`config.mk`:
```
export PLATFORM = sky130hd
export DESIGN_NAME = sync_timer_bank
export DESIGN_NICKNAME = d
export VERILOG_FILES = /design/src/rtl/sync_bank_pkg.sv /design/src/rtl/sync_cfg_regs.sv /design/src/rtl/sync_counter.sv /design/src/rtl/sync_timer_bank.sv
export SDC_FILE = /design/constraint.sdc
export NUM_CORES = 1
export LEC_CHECK = 0
export ABC_AREA = 1
export ABC_CLOCK_PERIOD_IN_PS = 18180
export CORE_UTILIZATION = 40
export CTS_CLUSTER_DIAMETER = 50
export DETAILED_ROUTE_END_ITERATION = 10
export PLACE_DENSITY = 0.61
export SETUP_SLACK_MARGIN = 0.2
export SYNTH_ARGS = -nofsm -noshare
export SYNTH_HDL_FRONTEND = slang
export SYNTH_HIERARCHICAL = 1
export SYNTH_SLANG_ARGS = --single-unit
```
`constraint.sdc`:
```
create_clock -name clk -period 18.18 [get_ports clk]
set_input_delay 4.545 -clock clk [delete_from_list [all_inputs] [get_ports clk]]
set_output_delay 4.545 -clock clk [all_outputs]
set_load 0.01 [all_outputs]
```
`src/rtl/sync_bank_pkg.sv`:
```
package sync_bank_pkg;
  typedef enum logic [2:0] {
    FLD_RUN     = 3'd0,
    FLD_OFFSET  = 3'd1,
    FLD_REPEAT  = 3'd2,
    FLD_STEP    = 3'd3,
    FLD_RESTART = 3'd4,
    FLD_UP      = 3'd5,
    FLD_DOWN    = 3'd6,
    FLD_PIN     = 3'd7
  } cfg_field_e;
endpackage

```
`src/rtl/sync_cfg_regs.sv`:
```
module sync_cfg_regs
  import sync_bank_pkg::*;
#(
  parameter int NUM_CNT = 6,
  parameter int CW      = 12,
  parameter int SW      = 3,
  parameter int IDX_W   = 3,
  parameter int DW      = 13
) (
  input  logic             clk,
  input  logic             rst_n,
  input  logic             en_i,
  input  logic             we_i,
  input  logic [IDX_W-1:0] idx_i,
  input  logic [2:0]       field_i,
  input  logic [DW-1:0]    data_i,
  output logic [CW-1:0]    run_o   [NUM_CNT],
  output logic [CW-1:0]    off_o   [NUM_CNT],
  output logic [CW-1:0]    rep_o   [NUM_CNT],
  output logic [SW-1:0]    step_o  [NUM_CNT],
  output logic [SW-1:0]    rst_o   [NUM_CNT],
  output logic [DW-1:0]    up_o    [NUM_CNT],
  output logic [DW-1:0]    dn_o    [NUM_CNT],
  output logic             pen_o   [NUM_CNT]
);
  for (genvar k = 0; k < NUM_CNT; k++) begin : g_slot
    if (k == 0) begin : g_base
      // the time base has no programmable state
      assign run_o[k]  = '0;
      assign off_o[k]  = '0;
      assign rep_o[k]  = '0;
      assign step_o[k] = '0;
      assign rst_o[k]  = '1;
      assign up_o[k]   = '0;
      assign dn_o[k]   = '0;
      assign pen_o[k]  = 1'b0;
    end else begin : g_prog
      logic [CW-1:0] run_q, off_q, rep_q;
      logic [SW-1:0] step_q, rst_q;
      logic [DW-1:0] up_q, dn_q;
      logic          pen_q;
      logic          hit;

      assign hit = we_i && !en_i && (idx_i == IDX_W'(k));

      always_ff @(posedge clk) begin
        if (!rst_n) begin
          run_q  <= '0;
          off_q  <= '0;
          rep_q  <= '0;
          step_q <= '0;
          rst_q  <= '1;
          up_q   <= '0;
          dn_q   <= '0;
          pen_q  <= 1'b0;
        end else if (hit) begin
          case (cfg_field_e'(field_i))
            FLD_RUN:     run_q  <= data_i[CW-1:0];
            FLD_OFFSET:  off_q  <= data_i[CW-1:0];
            FLD_REPEAT:  rep_q  <= data_i[CW-1:0];
            FLD_STEP:    step_q <= data_i[SW-1:0];
            FLD_RESTART: rst_q  <= data_i[SW-1:0];
            FLD_UP:      up_q   <= data_i;
            FLD_DOWN:    dn_q   <= data_i;
            FLD_PIN:     pen_q  <= data_i[0];
            default: ;
          endcase
        end
      end

      assign run_o[k]  = run_q;
      assign off_o[k]  = off_q;
      assign rep_o[k]  = rep_q;
      assign step_o[k] = step_q;
      assign rst_o[k]  = rst_q;
      assign up_o[k]   = up_q;
      assign dn_o[k]   = dn_q;
      assign pen_o[k]  = pen_q;
    end
  end
endmodule

```
`src/rtl/sync_counter.sv`:
```
module sync_counter #(
  parameter int CW = 12,
  parameter int DW = CW + 1
) (
  input  logic          clk,
  input  logic          rst_n,
  input  logic          en_i,
  input  logic          step_i,
  input  logic          restart_i,
  input  logic          has_restart_i,
  input  logic [CW-1:0] run_i,
  input  logic [CW-1:0] offset_i,
  input  logic [CW-1:0] repeat_i,
  input  logic [DW-1:0] up_i,
  input  logic [DW-1:0] down_i,
  input  logic          pin_en_i,
  output logic          ev_o,
  output logic          pin_o
);
  logic          started_q, done_q;
  logic [CW-1:0] off_q, phase_q, reps_q;
  logic          armed, off_done, at_end, live;
  logic [DW-1:0] half_pos;

  // a counter without restart source runs from enable on
  assign armed    = started_q || !has_restart_i;
  assign off_done = (off_q == offset_i);
  assign at_end   = (phase_q == run_i);
  assign live     = en_i && armed && !done_q;
  assign ev_o     = live && step_i && !restart_i && off_done && at_end;

  // edge positions are in half-step units
  assign half_pos = {phase_q, 1'b0};
  assign pin_o    = pin_en_i && live && off_done &&
                    (half_pos >= up_i) && (half_pos < down_i);

  always_ff @(posedge clk) begin
    if (!rst_n || !en_i) begin
      started_q <= 1'b0;
      done_q    <= 1'b0;
      off_q     <= '0;
      phase_q   <= '0;
      reps_q    <= '0;
    end else if (restart_i) begin
      started_q <= 1'b1;
      done_q    <= 1'b0;
      off_q     <= '0;
      phase_q   <= '0;
      reps_q    <= '0;
    end else if (armed && step_i && !done_q) begin
      if (!off_done) begin
        off_q <= off_q + CW'(1);
      end else if (at_end) begin
        phase_q <= '0;
        reps_q  <= reps_q + CW'(1);
        if ((repeat_i != '0) && (reps_q + CW'(1) == repeat_i))
          done_q <= 1'b1;
      end else begin
        phase_q <= phase_q + CW'(1);
      end
    end
  end
endmodule

```
`src/rtl/sync_timer_bank.sv`:
```
module sync_timer_bank
  import sync_bank_pkg::*;
#(
  parameter int NUM_CNT = 6,
  parameter int CW      = 12,
  parameter int HS_SEL  = 2,
  parameter int VS_SEL  = 3,
  parameter int REQ_SEL = 5,
  localparam int IDX_W  = $clog2(NUM_CNT),
  localparam int SW     = IDX_W,
  localparam int DW     = CW + 1
) (
  input  logic               clk,
  input  logic               rst_n,
  input  logic               en_i,
  input  logic               cfg_we_i,
  input  logic [IDX_W-1:0]   cfg_idx_i,
  input  logic [2:0]         cfg_field_i,
  input  logic [DW-1:0]      cfg_data_i,
  output logic               hsync_o,
  output logic               vsync_o,
  output logic               pix_req_o,
  output logic [NUM_CNT-1:0] ev_o
);
  logic [NUM_CNT-1:0] ev_w, pin_w;
  logic [CW-1:0] run_cfg  [NUM_CNT];
  logic [CW-1:0] off_cfg  [NUM_CNT];
  logic [CW-1:0] rep_cfg  [NUM_CNT];
  logic [SW-1:0] step_sel [NUM_CNT];
  logic [SW-1:0] rst_sel  [NUM_CNT];
  logic [DW-1:0] up_cfg   [NUM_CNT];
  logic [DW-1:0] dn_cfg   [NUM_CNT];
  logic          pen_cfg  [NUM_CNT];

  sync_cfg_regs #(
    .NUM_CNT(NUM_CNT), .CW(CW), .SW(SW), .IDX_W(IDX_W), .DW(DW)
  ) i_cfg (
    .clk    (clk),
    .rst_n  (rst_n),
    .en_i   (en_i),
    .we_i   (cfg_we_i),
    .idx_i  (cfg_idx_i),
    .field_i(cfg_field_i),
    .data_i (cfg_data_i),
    .run_o  (run_cfg),
    .off_o  (off_cfg),
    .rep_o  (rep_cfg),
    .step_o (step_sel),
    .rst_o  (rst_sel),
    .up_o   (up_cfg),
    .dn_o   (dn_cfg),
    .pen_o  (pen_cfg)
  );

  for (genvar k = 0; k < NUM_CNT; k++) begin : g_cnt
    if (k == 0) begin : g_tick
      assign ev_w[k]  = en_i;
      assign pin_w[k] = 1'b0;
    end else begin : g_chain
      logic step_k, rst_k, has_rst_k;

      // only lower counters can be selected: the chain stays acyclic
      always_comb begin
        step_k = ev_w[0];
        rst_k  = 1'b0;
        for (int j = 1; j < k; j++)
          if (step_sel[k] == SW'(j)) step_k = ev_w[j];
        for (int j = 0; j < k; j++)
          if (rst_sel[k] == SW'(j)) rst_k = ev_w[j];
      end
      assign has_rst_k = (rst_sel[k] < SW'(k));

      sync_counter #(.CW(CW), .DW(DW)) i_counter (
        .clk          (clk),
        .rst_n        (rst_n),
        .en_i         (en_i),
        .step_i       (step_k),
        .restart_i    (rst_k),
        .has_restart_i(has_rst_k),
        .run_i        (run_cfg[k]),
        .offset_i     (off_cfg[k]),
        .repeat_i     (rep_cfg[k]),
        .up_i         (up_cfg[k]),
        .down_i       (dn_cfg[k]),
        .pin_en_i     (pen_cfg[k]),
        .ev_o         (ev_w[k]),
        .pin_o        (pin_w[k])
      );
    end
  end

  assign ev_o      = ev_w;
  assign hsync_o   = pin_w[HS_SEL];
  assign vsync_o   = pin_w[VS_SEL];
  assign pix_req_o = ev_w[REQ_SEL];
endmodule

```
# After elaboration in Yosys (flattened, before gate mapping)
# Index checks and enable logic that the tools add are counted.
dict set report op_classes {
  add_sub_neg 15
  order_cmp 9
  n_eq_ne 47
  n_mux 30
  bitwise_logic 5
  n_reduce_logical 146
}
# operator n
set op_table {}
lappend op_table {{12-bit by 1-bit adder with 12-bit output (second input constant)} 15}
lappend op_table {{12-bit == test} 15}
lappend op_table {{2-bit AND reduction} 40}
lappend op_table {{12-bit two-way mux} 5}
lappend op_table {{12-bit nonzero test} 5}
lappend op_table {{1-bit logical AND} 57}
lappend op_table {{3-bit by 2-bit == test with 1-bit output (second input constant)} 14}
lappend op_table {{3-bit by 1-bit == test with 1-bit output (second input constant)} 10}
lappend op_table {{13-bit greater-or-equal comparator} 2}
lappend op_table {{13-bit < comparator} 2}
lappend op_table {{1-bit two-way mux} 25}
lappend op_table {{3-bit == test (second input constant)} 8}
lappend op_table {{4-bit AND reduction} 5}
lappend op_table {{3-bit logical NOT} 6}
lappend op_table {{1-bit logical NOT} 17}
lappend op_table {{3-bit AND reduction} 5}
lappend op_table {{2-bit OR reduction} 5}
lappend op_table {{1-bit logical OR} 6}
lappend op_table {{3-bit by 2-bit < comparator with 1-bit output (second input constant)} 2}
lappend op_table {{3-bit < comparator (second input constant)} 2}
lappend op_table {{1-bit NOT} 5}
lappend op_table {{3-bit by 1-bit < comparator with 1-bit output (second input constant)} 1}
dict set report totals {
  ff_bits 451
  inputBits 23
  out_inout_bits 9
  elab_cells 307
}

# Longest topological paths before layout
dict set report depth {
  depth_word 29
  ltp_mapped 53
  depth_no_buf 49
}

# Hierarchy
# The synthesis kept the hierarchy.
# mod instances cells_per_inst area_each_um2 seq_area_each_um2
set by_module_without_submodules {}
lappend by_module_without_submodules {sync_cfg_regs 1 2067 14517.7 6906.6}
lappend by_module_without_submodules {{sync_counter (g_cnt[1].g_chain.i_counter ...)} 4 510 3352.0 760.7}
lappend by_module_without_submodules {{sync_counter (g_cnt[5].g_chain.i_counter)} 1 515 3255.6 760.7}
lappend by_module_without_submodules {sync_timer_bank 1 78 349.1 0.0}

# Least setup slack after synthesis
# OpenSTA, ideal clock, no wires.
dict set report synth_timing {
  kind {in2out}
  start {in en_i}
  end {out ev_o[5]}
  arrival_time_ps 10565
  required_ps 13635
  path_slack_ps 3070
  stages 48
  path_buffers 6
  path_cell_list {inv_1 > nor2_1 > nand2_1 > nor2_8 > nand2_4 > buf_6 > nor3b_2 > inv_1 > o21ai_0 > inv_1 > nor2_1 > nand2_1 > nor2_8 > nand2_4 > buf_6 > nor3b_2 > nand3_1 > nand2_1 > (+12 left out) > o21ai_0 > inv_1 > nor2_1 > nand2_1 > nor2_8 > nand2_4 > buf_6 > nor3b_2 > nand2_1 > nand2_1 > inv_1 > nor2_1 > nand2_1 > nor2_4 > nand2_1 > buf_2 > nor3b_2 > buf_4}
}
dict set report synth_via {
  elab_chain_cells 26
  word_cells_on_any_way 60
  classes_between {25 x mux; 35 x reduce/logical}
}
# element line_no
set synth_rtl {}
lappend synth_rtl {{start, declared} sync_timer_bank.sv:15} ;# input logic en_i,
lappend synth_rtl {{1-bit logical AND (2 in a row)} sync_counter.sv:29} ;# assign live = en_i && armed && !done_q;
lappend synth_rtl {{1-bit logical AND} sync_counter.sv:30} ;# assign ev_o = live && step_i && !restart_i && off_done && at_end;
lappend synth_rtl {{1-bit logical AND (*) (3 in a row)} sync_counter.sv:30}
lappend synth_rtl {{via ev_o[1]} sync_timer_bank.sv:23} ;# output logic [NUM_CNT-1:0] ev_o
lappend synth_rtl {{1-bit two-way mux (*)} sync_timer_bank.sv:67} ;# if (step_sel[k] == SW'(j)) step_k = ev_w[j];
lappend synth_rtl {{via g_cnt[2].g_chain.step_k} sync_timer_bank.sv:60} ;# logic step_k, rst_k, has_rst_k;
lappend synth_rtl {{1-bit logical AND (*) (4 in a row)} sync_counter.sv:30}
lappend synth_rtl {{via ev_o[2]} sync_timer_bank.sv:23}
lappend synth_rtl {{(+1 left out)} n/a}
lappend synth_rtl {{via g_cnt[3].g_chain.step_k} sync_timer_bank.sv:60}
lappend synth_rtl {{(+4 left out)} n/a}
lappend synth_rtl {{via ev_o[3]} sync_timer_bank.sv:23}
lappend synth_rtl {{1-bit two-way mux (*)} sync_timer_bank.sv:67}
lappend synth_rtl {{via g_cnt[4].g_chain.step_k} sync_timer_bank.sv:60}
lappend synth_rtl {{1-bit logical AND (*) (4 in a row)} sync_counter.sv:30}
lappend synth_rtl {{via ev_o[4]} sync_timer_bank.sv:23}
lappend synth_rtl {{1-bit two-way mux (*)} sync_timer_bank.sv:67}
lappend synth_rtl {{via g_cnt[5].g_chain.step_k} sync_timer_bank.sv:60}
lappend synth_rtl {{1-bit logical AND (*) (4 in a row)} sync_counter.sv:30}
lappend synth_rtl {{end, declared} sync_timer_bank.sv:23}
# The timed path passes the listed nets; every way through them passes the cells marked *.

# Worst setup path after layout
dict set report layout_timing {
  start {in en_i}
  end {out pix_req_o}
}
dict set report layout_via {
  elab_chain_cells 26
  word_cells_on_any_way 60
  classes_between {25 x mux; 35 x reduce/logical}
}
# element line_no
set layout_rtl {}
lappend layout_rtl {{1-bit logical AND (2 in a row)} sync_counter.sv:29}
lappend layout_rtl {{1-bit logical AND (4 in a row)} sync_counter.sv:30}
lappend layout_rtl {{1-bit two-way mux (*)} sync_timer_bank.sv:67}
lappend layout_rtl {{via g_cnt[2].g_chain.step_k} sync_timer_bank.sv:60}
lappend layout_rtl {{1-bit logical AND (*) (4 in a row)} sync_counter.sv:30}
lappend layout_rtl {{1-bit two-way mux (*)} sync_timer_bank.sv:67}
lappend layout_rtl {{via g_cnt[3].g_chain.step_k} sync_timer_bank.sv:60}
lappend layout_rtl {{1-bit logical AND (*) (4 in a row)} sync_counter.sv:30}
lappend layout_rtl {{1-bit two-way mux (*)} sync_timer_bank.sv:67}
lappend layout_rtl {{via g_cnt[4].g_chain.step_k} sync_timer_bank.sv:60}
lappend layout_rtl {{1-bit logical AND (*) (4 in a row)} sync_counter.sv:30}
lappend layout_rtl {{1-bit two-way mux (*)} sync_timer_bank.sv:67}
lappend layout_rtl {{via g_cnt[5].g_chain.step_k} sync_timer_bank.sv:60}
lappend layout_rtl {{1-bit logical AND (*) (4 in a row)} sync_counter.sv:30}
lappend layout_rtl {{end, declared} sync_timer_bank.sv:22} ;# output logic pix_req_o,
# Marked as above.

==> flow_summary_export.csv <==
group,metric,value,unit
critical_path,startpoint_type,"primary input",
sta,min_period,17140,ps
drt,ant_nets,0,
pwr,combPwrFrac,8.2,%
clock_tree,clock_latency,650,ps
finish,final_cell_mix,"913 x nand2_1, 618 x nor2_1, 451 x dfxtp_1, 403 x nand3_1, 337 x inv_1",
global_route,grt_max_degree,121,
critical_path,path_common_cell,"nand2_1",
drt,vias,23386,
drt,wl_met3,3.55,mm
pwr,power_frac_clock,50.5,%
die,die_w,256,um
pwr,pwr-share-seq,41.3,%
placed_design,gp_congestion,0.854,
critical_path,max_stage_delay,680,ps
critical_path,startpoint,"en_i",
critical_path,endpoint,"pix_req_o",
critical_path,r2r_setup_slack,10610,ps
sta,slew_violations,0,
pwr,ir_drop,0.0621,mV
sta,fin_tns_setup,0,ps
sta,timing.final.crit_share,94.3,%
clock_tree,cts_buffer_depth,3,
drt,wl_met1,33.4,mm
critical_path,crit_path_end_kind,"primary output",
flow_run,max_cap_viol_count,0,
clock_tree,clock_sinks,451,
pwr,leakage,11.6,nW
sta,slew-limit-headroom,32.7,%
finish,nNetsFinal,3906,
drt,top_layer,"met5",
sta,skew,27.8,ps
critical_path,cp_slowest_cell,"clkdlybuf4s50_1",
global_route,grt_pass1_wl,114,mm
drt,wire_per_inst,14.8,um
pwr,p_per_area,85.5,mW/mm2
sta,setup_viol,0,
finish,final_common_cell,"nand2_1",
critical_path,reg2reg_depth,46,
yosys,synth_nets,3987,
die,core-area,0.0635,mm2
drt,dr.pass1.iters,8,
sta,max_freq,58.3,MHz
critical_path,regToRegEndpoint,"g_cnt[5].g_chain.i_counter/phase_q[3]$_SDFFE_PP0P_",
drt,route.met2.wl,30.8,mm
status,status,"complete, no violations",
global_route,grt.overflow.total,0,
clock_tree,clk_pin_slew_worst_paths,60,ps
global_route,grt_usage,21.1,%
placed_design,place_hpwl,44.3,mm
critical_path,crit_path_max_fanout,21,
critical_path,critPathRequiredTime,13640,ps
sta,worstMarginPinSlew,1010,ps
die,start_util,40.7,%
pwr,p_int,0.00179,W
clock_tree,numCtsBuffers,60,
clock_tree,cts_max_level,2,
critical_path,arrival,12600,ps
placed_design,port-buffer-count,31,
yosys,netlist_instances,3901,
global_route,antenna_found_initial,4,
yosys,yosys_warnings,6,
critical_path,crit_type,"in -> out",
die,rows,92,
die,die_height,256,um
drt,finalWirelength,69.7,mm
finish,nFillCells,6614,
critical_path,timing.rr.start,"g_cnt[1].g_chain.i_counter/phase_q[0]$_SDFFE_PP0P_",
yosys,avgSynthCellArea,6.63,um2
yosys,syn_area,0.0259,mm2
pwr,p_sw,0.000657,W
drt,route.detailed.drc,0,
drt,viasPerCell,4.95,
pwr,swShare,26.8,%
finish,layout-drive-gt1-share,8.16,%
global_route,grt_pass1_vias,21455,
sta,hold_slack,456,ps
die,dieArea,0.0657,mm2
finish,area_growth,10.6,%
clock_tree,cts-root-buf,"clkbuf_16",
drt,first_iter_violations,1533,
hold_path,hold_path.class,"reg -> reg",
die,num_io_pins,32,
sta,hold_viol_final,0,
clock_tree,cts_tree,"done",
sta,rsz0062_at_grt,"no",
[worst min path at each step]
stage / from / cells after the start / end / slack, ps
2_1_floorplan: i_cfg/g_slot[4].g_prog.rst_q[0]$_SDFFE_PN1P_ / 2 / i_cfg/g_slot[4].g_prog.rst_q[0]$_SDFFE_PN1P_ / 430
3_3_place_gp: g_cnt[1].g_chain.i_counter/done_q$_SDFFE_PP0P_ / 2 / g_cnt[1].g_chain.i_counter/done_q$_SDFFE_PP0P_ / 440
3_5_place_dp: g_cnt[1].g_chain.i_counter/done_q$_SDFFE_PP0P_ / 2 / g_cnt[1].g_chain.i_counter/done_q$_SDFFE_PP0P_ / 450
4_1_cts: g_cnt[1].g_chain.i_counter/done_q$_SDFFE_PP0P_ / 2 / g_cnt[1].g_chain.i_counter/done_q$_SDFFE_PP0P_ / 460
5_1_grt: g_cnt[1].g_chain.i_counter/done_q$_SDFFE_PP0P_ / 2 / g_cnt[1].g_chain.i_counter/done_q$_SDFFE_PP0P_ / 490
6_report: g_cnt[1].g_chain.i_counter/done_q$_SDFFE_PP0P_ / 2 / g_cnt[1].g_chain.i_counter/done_q$_SDFFE_PP0P_ / 460
[worst max-delay path, delay by kind of cell]
family,cells,cell delay [ps]
AOI/OAI and AO/OA,2,270
buffers and inverters,9,1830
and+or+nand+nor,33,5890
[cell type report]
class / count / area (um2) / share of cell area [%]
diodes: 2 / 5.00 / 0.0175
clock buffers: 74 / 1670 / 5.85
clock inverters: 40 / 437 / 1.53
inverters: 407 / 1530 / 5.34
multi-input cells: 2842 / 14400 / 50.2
flip-flops and latches: 451 / 9030 / 31.5
well taps: 846 / 1060 / 3.70
repair buffers: 58 / 517 / 1.80
[through the flow]
stage	power, W	instances	area, um2	setup slack (ps)	utilization [%]
after CTS	0.00248	4718	28600	437	45.0
after global routing	0.00254	4718	28600	317	45.1
after floorplan	0.00117	3901	25900	3070	-
after detailed placement	0.00123	4604	26500	461	41.7
final	0.00245	4720	28600	1040	45.1
after global placement	0.00123	4604	26500	496	41.7
[power by group through the flow]
stage | clock network (W) | logic, W | registers, W
floorplan | 0 | 0.000144 | 0.00103
global placement | 0 | 0.000198 | 0.00103
detailed placement | 0 | 0.000199 | 0.00103
CTS | 0.00127 | 0.000200 | 0.00101
global route | 0.00131 | 0.000223 | 0.00101
finish | 0.00124 | 0.000200 | 0.00101
[state kept, by name, indices dropped and copies added (netlist names), 12 cells and up]
signal                           count
g_cnt.g_chain.i_counter/off_q       60
g_cnt.g_chain.i_counter/phase_q     60
g_cnt.g_chain.i_counter/reps_q      60
i_cfg/g_slot.g_prog.dn_q            26
i_cfg/g_slot.g_prog.off_q           60
i_cfg/g_slot.g_prog.rep_q           60
i_cfg/g_slot.g_prog.rst_q           15
i_cfg/g_slot.g_prog.run_q           60
i_cfg/g_slot.g_prog.step_q          12
i_cfg/g_slot.g_prog.up_q            26
[repair_timing]
action | in CTS | in global routing
hold buffers | 0 | 0
setup buffers | 0 | 0
resized for setup | 0 | 4
setup endpoints to repair | 0 | 2
[layer usage]
layer	track usage, %	vias to the layer above
met4	7.20	4
met2	34.0	426
met3	3.30	119
li1	-	12272
met5	0	-
met1	28.6	10565
(Power assumes the default switching activity.)
